[src/rtl/lpm_pkg.sv]
package lpm_pkg;

  typedef enum logic [2:0] {
    MODE_RUN   = 3'b000,
    MODE_LIGHT = 3'b001,
    MODE_SOFT  = 3'b010,
    MODE_HARD  = 3'b011,
    MODE_RESET = 3'b100
  } lpm_mode_e;

  typedef struct packed {
    logic halt;
    logic clk_en;
    logic prst;
  } lpm_ctl_t;

  // Control outputs that belong to each mode.
  function automatic lpm_ctl_t lpm_decode(lpm_mode_e m);
    lpm_ctl_t c;
    unique case (m)
      MODE_RUN:   c = '{halt: 1'b0, clk_en: 1'b1, prst: 1'b0};
      MODE_LIGHT: c = '{halt: 1'b1, clk_en: 1'b1, prst: 1'b0};
      MODE_SOFT:  c = '{halt: 1'b1, clk_en: 1'b0, prst: 1'b1};
      MODE_HARD:  c = '{halt: 1'b1, clk_en: 1'b0, prst: 1'b1};
      default:    c = '{halt: 1'b1, clk_en: 1'b1, prst: 1'b1};
    endcase
    return c;
  endfunction

endpackage

[src/rtl/lpm_pin_sync.sv]
module lpm_pin_sync #(
  parameter int               WIDTH  = 2,
  parameter int               STAGES = 2,
  parameter logic [WIDTH-1:0] INIT   = '1
) (
  input  logic             clk,
  input  logic             por_n,
  input  logic [WIDTH-1:0] d,
  output logic [WIDTH-1:0] q
);

  logic [WIDTH-1:0] stg [STAGES];

  always_ff @(posedge clk or negedge por_n) begin
    if (!por_n) stg[0] <= INIT;
    else        stg[0] <= d;
  end

  for (genvar i = 1; i < STAGES; i++) begin : g_stage
    always_ff @(posedge clk or negedge por_n) begin
      if (!por_n) stg[i] <= INIT;
      else        stg[i] <= stg[i-1];
    end
  end

  assign q = stg[STAGES-1];

endmodule

[src/rtl/lpm_wake_qual.sv]
module lpm_wake_qual
  import lpm_pkg::*;
#(
  parameter int NUM_IRQ = 4
) (
  input  lpm_mode_e          mode,
  input  logic               mask_q,
  input  logic               nmi_req,
  input  logic               ext_irq,
  input  logic [NUM_IRQ-1:0] per_irq,
  input  logic [NUM_IRQ-1:0] per_ien,
  output logic               wake_ok
);

  logic [NUM_IRQ-1:0] hit;
  logic               per_any;

  // A source with its enable bit off cannot raise a request at all.
  for (genvar i = 0; i < NUM_IRQ; i++) begin : g_src
    assign hit[i] = per_irq[i] & per_ien[i];
  end

  assign per_any = |hit;

  always_comb begin
    unique case (mode)
      MODE_LIGHT: wake_ok = nmi_req | (~mask_q & (ext_irq | per_any));
      MODE_SOFT:  wake_ok = nmi_req | (~mask_q & ext_irq);
      default:    wake_ok = 1'b0;
    endcase
  end

endmodule

[src/rtl/lpm_mode_fsm.sv]
module lpm_mode_fsm
  import lpm_pkg::*;
(
  input  logic      clk,
  input  logic      por_n,
  input  logic      sleep_req,
  input  logic      deep_sel,
  input  logic      irq_masked,
  input  logic      rst_ok,
  input  logic      pwr_ok,
  input  logic      wake_ok,
  output lpm_mode_e mode,
  output logic      mask_q,
  output logic      wake_pulse,
  output lpm_ctl_t  ctl
);

  lpm_mode_e nxt;
  logic      accept;
  logic      leave;

  always_comb begin
    nxt    = mode;
    accept = 1'b0;
    leave  = 1'b0;
    if (!rst_ok) begin
      nxt = MODE_RESET;
    end else if (!pwr_ok) begin
      nxt = MODE_HARD;
    end else begin
      unique case (mode)
        MODE_RUN: begin
          if (sleep_req) begin
            accept = 1'b1;
            nxt    = deep_sel ? MODE_SOFT : MODE_LIGHT;
          end
        end
        MODE_LIGHT, MODE_SOFT: begin
          if (wake_ok) begin
            leave = 1'b1;
            nxt   = MODE_RUN;
          end
        end
        MODE_HARD:  nxt = MODE_RESET;
        MODE_RESET: nxt = MODE_RUN;
        default:    nxt = MODE_RESET;
      endcase
    end
  end

  always_ff @(posedge clk or negedge por_n) begin
    if (!por_n) begin
      mode       <= MODE_RESET;
      ctl        <= lpm_decode(MODE_RESET);
      wake_pulse <= 1'b0;
      mask_q     <= 1'b0;
    end else begin
      mode       <= nxt;
      ctl        <= lpm_decode(nxt);
      wake_pulse <= leave;
      if (accept) mask_q <= irq_masked;
    end
  end

endmodule

[src/rtl/lpm_ctrl.sv]
module lpm_ctrl
  import lpm_pkg::*;
#(
  parameter int NUM_IRQ     = 4,
  parameter int SYNC_STAGES = 2
) (
  input  logic               clk,
  input  logic               por_n,
  input  logic               sleep_req,
  input  logic               deep_sel,
  input  logic               irq_masked,
  input  logic               nmi_req,
  input  logic               ext_irq,
  input  logic [NUM_IRQ-1:0] per_irq,
  input  logic [NUM_IRQ-1:0] per_ien,
  input  logic               sysrst_pin_n,
  input  logic               pwrdn_pin_n,
  output logic               cpu_halt,
  output logic               clk_en,
  output logic               periph_rst,
  output logic               wake_pulse,
  output logic [2:0]         mode
);

  localparam int NUM_PINS = 2;

  logic [NUM_PINS-1:0] pins_s;
  logic                rst_ok;
  logic                pwr_ok;
  logic                mask_q;
  logic                wake_ok;
  lpm_mode_e           mode_e;
  lpm_ctl_t            ctl;

  lpm_pin_sync #(
    .WIDTH (NUM_PINS),
    .STAGES(SYNC_STAGES),
    .INIT  ({NUM_PINS{1'b1}})
  ) u_sync (
    .clk  (clk),
    .por_n(por_n),
    .d    ({pwrdn_pin_n, sysrst_pin_n}),
    .q    (pins_s)
  );

  assign rst_ok = pins_s[0];
  assign pwr_ok = pins_s[1];

  lpm_wake_qual #(.NUM_IRQ(NUM_IRQ)) u_qual (
    .mode   (mode_e),
    .mask_q (mask_q),
    .nmi_req(nmi_req),
    .ext_irq(ext_irq),
    .per_irq(per_irq),
    .per_ien(per_ien),
    .wake_ok(wake_ok)
  );

  lpm_mode_fsm u_fsm (
    .clk       (clk),
    .por_n     (por_n),
    .sleep_req (sleep_req),
    .deep_sel  (deep_sel),
    .irq_masked(irq_masked),
    .rst_ok    (rst_ok),
    .pwr_ok    (pwr_ok),
    .wake_ok   (wake_ok),
    .mode      (mode_e),
    .mask_q    (mask_q),
    .wake_pulse(wake_pulse),
    .ctl       (ctl)
  );

  assign mode       = mode_e;
  assign cpu_halt   = ctl.halt;
  assign clk_en     = ctl.clk_en;
  assign periph_rst = ctl.prst;

endmodule

[config.mk]
export PLATFORM = sky130hd
export DESIGN_NAME = lpm_ctrl
export DESIGN_NICKNAME = d
export VERILOG_FILES = /design/src/rtl/lpm_pkg.sv /design/src/rtl/lpm_pin_sync.sv /design/src/rtl/lpm_wake_qual.sv /design/src/rtl/lpm_mode_fsm.sv /design/src/rtl/lpm_ctrl.sv
export SDC_FILE = /design/constraint.sdc
export NUM_CORES = 1
export LEC_CHECK = 0
export BUFFER_PORTS_ARGS = -buffer_cell sky130_fd_sc_hd__buf_2
export CAP_MARGIN = 30
export CORE_AREA = 8 8 45 47
export CTS_BUF_LIST = sky130_fd_sc_hd__clkbuf_2 sky130_fd_sc_hd__clkbuf_4 sky130_fd_sc_hd__clkbuf_8
export DETAILED_ROUTE_END_ITERATION = 10
export DIE_AREA = 0 0 53 55
export PLACE_DENSITY_LB_ADDON = 0.12
export SLEW_MARGIN = 10
export SYNTH_ARGS = -nofsm -noshare
export SYNTH_HDL_FRONTEND = slang
export SYNTH_SLANG_ARGS = --single-unit
[constraint.sdc]
create_clock -name clk -period 2.5 [get_ports clk]
set_input_delay 0.375 -clock clk [delete_from_list [all_inputs] [get_ports clk]]
set_output_delay 0.375 -clock clk [all_outputs]
set_load 0.05 [all_outputs]
==> results of run 1 <==
[cell families (layout without fill, tap and decap cells)]
group,count (synthesis),after routing,share of synthesized area (%)
AND/OR/NAND/NOR,17,17,22.0
adder cells (fa/ha/maj),1,1,2.13
AO/OA/AOI/OAI,7,7,10.6
XOR/XNOR,1,1,1.66
buffers and inverters,3,31,2.13
multiplexers,1,1,2.84
flip-flops,12,12,58.6
[sequential cells by signal, indices dropped and copies added (netlist names)]
register	flops
u_fsm.mode	3
u_sync.stg	2
u_fsm.ctl	3
u_fsm.wake_pulse	1
u_fsm.mask_q	1
u_sync.q	2
[final cells by class]
type                    count  area share, %
repair buffers             24           17.8
clock buffers               4           4.26
well taps                  16           2.84
inverters                   3           1.60
flip-flops and latches     12           44.0
multi-input cells          27           29.5
[cell usage in the layout (no fill, tap or decap)]
cell / n
nand2b_1: 1
and4bb_2: 1
nor4b_1: 2
dfrtp_1: 4
o21ai_1: 1
nor2_1: 3
mux2_4: 1
clkbuf_4: 4
nand3_1: 1
nor4b_4: 1
a222oi_1: 1
inv_1: 3
maj3_2: 1
nand2_1: 5
a2111o_1: 1
o21ai_2: 1
xnor2_1: 1
o21ai_0: 1
nor4_1: 1
a211oi_1: 1
buf_2: 23
and2_4: 1
dlygate4sd3_1: 1
dfstp_2: 8
a22o_1: 1
and3_1: 1
[metrics by stage]
stage	power [uW]	setup WS [ps]	instances
CTS	462	924	86
detailed placement	329	1090	81
floorplan	296	933	42
global route	484	885	86
global placement	328	1120	81
finish	452	942	86
[power groups by stage]
stage / Combinational, uW / Clock [uW] / Sequential, uW
after global routing: 104 / 145 / 234
after global placement: 94.0 / 0 / 234
final: 93.7 / 127 / 231
after detailed placement: 94.0 / 0 / 235
after CTS: 95.6 / 136 / 231
after floorplan: 36.7 / 0 / 260
[path summary, 6_finish.rpt]
path / from / end / slack, ps
min in group asynchronous: por_n / u_fsm.mode[0] / 510
worst max-delay path: u_fsm.mode[2] / mode[2] / 940
max in group asynchronous: por_n / u_sync.stg[2] / 1730
worst max register to register: u_fsm.mode[0] / u_fsm.mask_q / 1090
worst min register to register: u_sync.stg[3] / u_sync.q[1] / 360
worst min-delay path: sysrst_pin_n / u_sync.stg[2] / 210
[layer usage]
| layer | vias up | share of wire, % | GRT usage [%] |
|---|---|---|---|
| met4 | 0 | 1.3 | 5.17 |
| met3 | 2 | 15 | 3.48 |
| li1 | 211 | - | - |
| met1 | 199 | 40 | 8.62 |
| met2 | 19 | 44 | 14.1 |
| met5 | - | 0 | 0 |
==> metrics.md, run 1 <==
| Metric | Value |
|---|---|
| Hold path cells | 1 |
| ANT cells | 0 |
| Synthesized area | about 530 um^2 |
| Port buffer count | 23 |
| Share of cells above drive strength 1 | 58.6% |
| Synthesized net count | 59 |
| First-pass GRT wire length | ~1800 um |
| DRC viols | 0 |
| Cell Rows | 14 |
| CP Capture Type | output port |
| Area share of the largest cell type after synthesis | between 30% and 40% |
| Worst hold-check path type | input port to register |
| Initial Utilization | 38.2% |
| DR WL/cell | 12.7 um |
| Max Clock Freq | 0.642 GHz |
| Fin nets | 88 |
| # setup viols final | 0 |
| Synthesis-to-finish area growth | 33.1% |
| Vias in the first global route | roughly 470 |
| Die Ht | 55 um |
| H-tree lvl count | 1 |
| Register area | around 310 um^2 |
| PwrDens | ~640 mW/mm^2 |
| Sequential element share of the synthesized area | 58.6% |
| Post-cts sizing count | 0 |
| CTS hold repair buffers | 1 |
| Gate power share | 20.7% |
| Clock power frac | 28.2% |
| Finished Cell Area | just over 700 um^2 |
| Slew Limit Headroom | 78.4% |
| NetSw | 125 uW |
| Ys flop type | dfstp_2 |
| Stages on the worst setup path | 1 |
| Post-DP HPWL | between 900 and 1000 um |
| CTS Sinks | 12 |
| Iteration-0 DRC Markers | 6 |
| CP max stage delay | 630 ps |
| Syn Area/Cell | 12.6 um^2 |
| GRT Util Overall | under 10% |
| Num CTS Buffers | 3 |
| Required time worst endpoint | about 2100 ps |
| I/O pin cnt | 24 |
| Area leader, netlist | dfstp_2 |
| Die area | between 0.002 and 0.003 mm^2 |
| Post-CTS setup buffer count | 0 |
| Dominant cells by area after synthesis | dfstp_2 40%, dfrtp_1 19%, nor4b_4 4.5% |
| Fin crit share | between 60% and 70% |
| Setup TNS | 0 ps |
| Max Transition Viols Final | 0 |
| Final Util | 50.9% |
| Via density | 5.01 |
| Clock Tree Root | clkbuf_4 |
| Async SR Flop Fraction | 100% |
| CTS max path bufs | 2 |
| Most frequent cell after synthesis | dfstp_2 |
| Seq cells post-synth | 12 |
| Leakage power | 0.000326 uW |
| Critical Path Fanout Max | 8 |
| Maxcap violations | 0 |
| Outcome | finished clean |
| RSZ-0062 raised after global routing | false |
| Global route total overflow | 0 |
| Post-synth EDFFs | 0 |
| Flop pwr share | 51.1% |
| Worst Setup Start Kind | register |
| Dpl cell area | 664 um^2 |
| Hold WS | 211 ps |
| # fillers | 137 |
| CP delay by family, top | flip-flops |
| Final hold violations | 0 |
| Die width | 53 um |
| Worst Max-Slew Pin Slew | roughly 320 ps |
| Total wire length | 1090 um |
| Synth unique cells | 23 |
| Via count | 431 |
| Worst-Skew Late Latency | 260 ps |
| Switching share of power | 27.6% |
| First-pass DRT Iterations | 4 |
| GP Congestion | 0.764 |
| Clock transition at the registers of the reported paths | 70 ps |
| Post-synth top cells | 8 x dfstp_2, 5 x nand2_1, 4 x dfrtp_1 |
| CP arrival | 1180 ps |
| Peak supply drop | 0.287 mV |
| Initial antenna violation count | 0 |
| CTS tree | built |
| Clock Skews | 3.92 ps |
| Cells after Synth | 42 |
| Critical path's slowest cell | dfstp_2 |
| CORE AREA | 0.00138 mm^2 |
| Remaining antenna violation count | 0 |
| R2R cell count | 3 |
| Setup CP Type | register to output port |
| Largest net degree at the start of global routing | 13 |
| Min Tclk post-route | between 1500 and 2000 ps |
| Crit path buf inv count | 1 |
| Cell Int Power | 328 uW |
| Multi-input logic area | 208 um^2 |
| CP Cell Sequence | buf_2 |
| Total number of yosys warnings | 0 |
Power figures use the tool's default switching activity.
==> run 2: changes to the inputs <==
- ABC_AREA: unset -> 1
- clock period: 2.5 -> 1.3 ns (I/O delays scaled with it)
==> run 2 against run 1 <==
- via count up 7.4%
- critical path depth unchanged
- final cell count increased by 21%
- clock power increased by 130%
- sequential power rose by 88%
- combinational power is 94% higher
- die area stayed put
- routed wire length grew 2.7%
- area after synthesis is the same
- first-iteration DRC count is 67% lower
- critical path type unchanged
- largest cell class unchanged
==> metrics.md, run 2 <==
| Metric | Value |
|---|---|
| PwrDens | 1250 mW/mm^2 (+94%) |
| First-pass DRT Iterations | 3 (-1) |
| Port buffer count | 23 (unchanged) |
| CP max stage delay | 570 ps (-60 ps) |
| Synth unique cells | 16 (-30%) |
| Required time worst endpoint | 1110 ps (-1010 ps) |
| ANT cells | 0 (unchanged) |
| Die area | 0.00292 mm^2 (unchanged) |
| CP Capture Type | output port |
| Post-route insts no fill | 104 (+21%) |
| GP Congestion | 0.806 (+5.6%) |
| Dominant cells by area after synthesis | dfstp_2 40%, dfrtp_1 19%, nand2_1 11% |
| CP arrival | 1030 ps (-150 ps) |
| Worst-Skew Late Latency | 260 ps (about the same) |
| Num CTS Buffers | 3 (unchanged) |
| Area leader, netlist | dfstp_2 |
| Sequential element share of the synthesized area | 58.6% (unchanged) |
| DRC viols | 0 (unchanged) |
| Post-synth top cells | 15 x nand2_1, 9 x inv_1, 8 x dfstp_2 |
| Global route total overflow | 0 (unchanged) |
| Cell Int Power | 645 uW (+97%) |
| Worst Setup Start Kind | register |
| Total wire length | 1120 um (+2.7%) |
| Clock Tree Root | clkbuf_4 |
| H-tree lvl count | 1 (unchanged) |
| DR WL/cell | 10.8 um (-15%) |
| Switching share of power | 28.5% (+0.89 points) |
| NetSw | 257 uW (+110%) |
| CTS Sinks | 12 (unchanged) |
| Remaining antenna violation count | 0 (unchanged) |
| Leakage power | 0.000387 uW (+19%) |
| CORE AREA | 0.00138 mm^2 (unchanged) |
| Cells after Synth | 60 (+43%) |
| Fin nets | 106 (+20%) |
| Via count | 463 (+7.4%) |
| RSZ-0062 raised after global routing | false |
| Iteration-0 DRC Markers | 2 (-4) |
| Initial Utilization | 38.2% (unchanged) |
| Crit path buf inv count | 1 (unchanged) |
| Via density | 4.45 (-11%) |
| I/O pin cnt | 24 (unchanged) |
| Clock transition at the registers of the reported paths | 70 ps (about the same) |
| Vias in the first global route | 467 (unchanged) |
| Clock Skews | 2.84 ps (-1.08 ps) |
| Outcome | finished clean |
| Initial antenna violation count | 0 (unchanged) |
| Die width | 53 um (unchanged) |
| CP delay by family, top | flip-flops |
| CTS max path bufs | 2 (unchanged) |
| Critical path's slowest cell | dfstp_2 |
| Syn Area/Cell | 8.82 um^2 (-30%) |
| Seq cells post-synth | 12 (unchanged) |
| Most frequent cells in the layout | 22 x buf_2, 14 x nand2_1, 8 x inv_1, 8 x dfstp_2, 5 x nor2_1 |
| CTS tree | built |
| Min Tclk post-route | 1230 ps |
| # setup viols final | 0 (unchanged) |
| Most frequent cell after synthesis | nand2_1 |
| Post-CTS setup buffer count | 0 (unchanged) |
| Max Clock Freq | between 0.8 and 0.9 GHz |
| # fillers | 143 (+4.4%) |
| Area share of the largest cell type after synthesis | 39.7% (unchanged) |
| Clock power frac | 31.7% (+3.5 points) |
| Placed Cells | 99 (+22%) |
| Power Total | 902 uW (+99%) |
| Maxcap violations | 0 (unchanged) |
| Largest net degree at the start of global routing | 13 (unchanged) |
| Gate power share | 20.2% (-0.5 points) |
| Post-synth EDFFs | 0 (unchanged) |
| Setup CP Type | register to output port |
| First-pass GRT wire length | 1790 um (-3.0%) |
| Final hold violations | 0 (unchanged) |
| Synthesis-to-finish area growth | 36.6% |
| Worst hold-check path type | input port to register |
| Worst Max-Slew Pin Slew | 256 ps (-67.3 ps) |
| Synthesized net count | 77 (+31%) |
| Post-DP HPWL | 941 um (+2.5%) |
| CP Cell Sequence | buf_4 |
| Fin crit share | 94.5% |
| Ys flop type | dfstp_2 |
| Final Util | 52.3% (+1.4 points) |
| Total number of yosys warnings | 0 (unchanged) |
| Async SR Flop Fraction | 100% (unchanged) |
| Max Transition Viols Final | 0 (unchanged) |
| Commonest non-fill, non-tap cell in the layout | buf_2 |
| Die Ht | 55 um (unchanged) |
| Critical Path Fanout Max | 3 (-5) |
| GRT Util Overall | 8.34% (-0.060 points) |
| Slew Limit Headroom | 82.9% (+4.5 points) |
| Cell Rows | 14 (unchanged) |
| Synthesized area | 529 um^2 (unchanged) |
| Share of cells above drive strength 1 | 54.5% (-4.0 points) |
| Top flop regs | u_fsm.ctl x3, u_fsm.mode x3 |
| Setup TNS | 0 ps (unchanged) |
| Peak supply drop | 0.644 mV (+120%) |
| Flop pwr share | 48.1% (-3.0 points) |
[run 2: cell count changes in the layout (fill, tap and decap cells not counted), moves of 3 or more]
cell | previous run | this run
nand2_1 | 5 | 14
inv_1 | 3 | 8
a21oi_1 | 0 | 4
nand2_2 | 0 | 4
inv_2 | 0 | 3
[run 2: cells by family (layout without fill, tap and decap cells)]
| family | after synthesis | after routing | synth area share [%] |
|---|---|---|---|
| and+or+nand+nor | 30 | 30 | 25.8 |
| DFF | 12 | 12 | 58.6 |
| AOI/OAI and AO/OA | 7 | 7 | 7.80 |
| buffers and inverters | 11 | 39 | 7.80 |
[run 2: layout make-up]
class                           instances  area [um^2]  share of cell area (%)
Timing Repair Buffer                   24          128                    17.6
Tap cell                               16         20.0                    2.77
Inverter                               11         41.3                    5.71
Clock buffer                            4         36.3                    5.02
Sequential cell                        12          313                    43.3
Multi-Input combinational cell         37          185                    25.6
[run 2: power by group through the flow]
stage | combinational, uW | sequential (uW) | clock (uW)
after global placement | 180 | 440 | 0
after detailed placement | 180 | 441 | 0
after global routing | 202 | 438 | 315
after floorplan | 69.0 | 493 | 0
final | 182 | 434 | 286
after CTS | 184 | 435 | 303
[run 2: worst paths after layout]
check                                        end  depth (start not counted)  slack (ps)          start
max in group asynchronous           u_fsm.ctl[2]                          2         710          por_n
worst min-delay path               u_sync.stg[3]                          1          20    pwrdn_pin_n
worst max-delay path                     mode[2]                          1          70  u_fsm.mode[2]
worst min register to register       u_sync.q[1]                          0         360  u_sync.stg[3]
min in group asynchronous       u_fsm.wake_pulse                          2         320          por_n
worst max register to register      u_fsm.ctl[2]                          8          90  u_fsm.mode[2]
[run 2: metrics by stage]
| stage | hold WS (ps) | area [um^2] | worst slack [ps] |
|---|---|---|---|
| 3_5_place_dp | 83.4 | 672 | 98.5 |
| 6_report | 20.9 | 723 | 71.4 |
| 3_3_place_gp | 82.5 | 672 | 98.4 |
| 5_1_grt | 0.969 | 723 | 16.2 |
| 4_1_cts | 6.92 | 721 | 50.6 |
| 2_1_floorplan | -101 | 537 | 14.7 |
[run 2: metal layers]
layer  up-vias  routed length (um)  global-route usage, %
met4         0                  12                   6.47
met5         -                   0                      0
met3         2                 139                   3.48
li1        242                   -                      -
met2        14                 555                   13.7
met1       205                 417                   8.29
[run 2: repair_timing]
item | in CTS | in global routing
gates resized for setup | 1 | 1
hold buffers | 1 | 0
endpoints found under the setup margin | 1 | 1
endpoints found under the hold margin | 4 | 0
cloned | 0 | 0
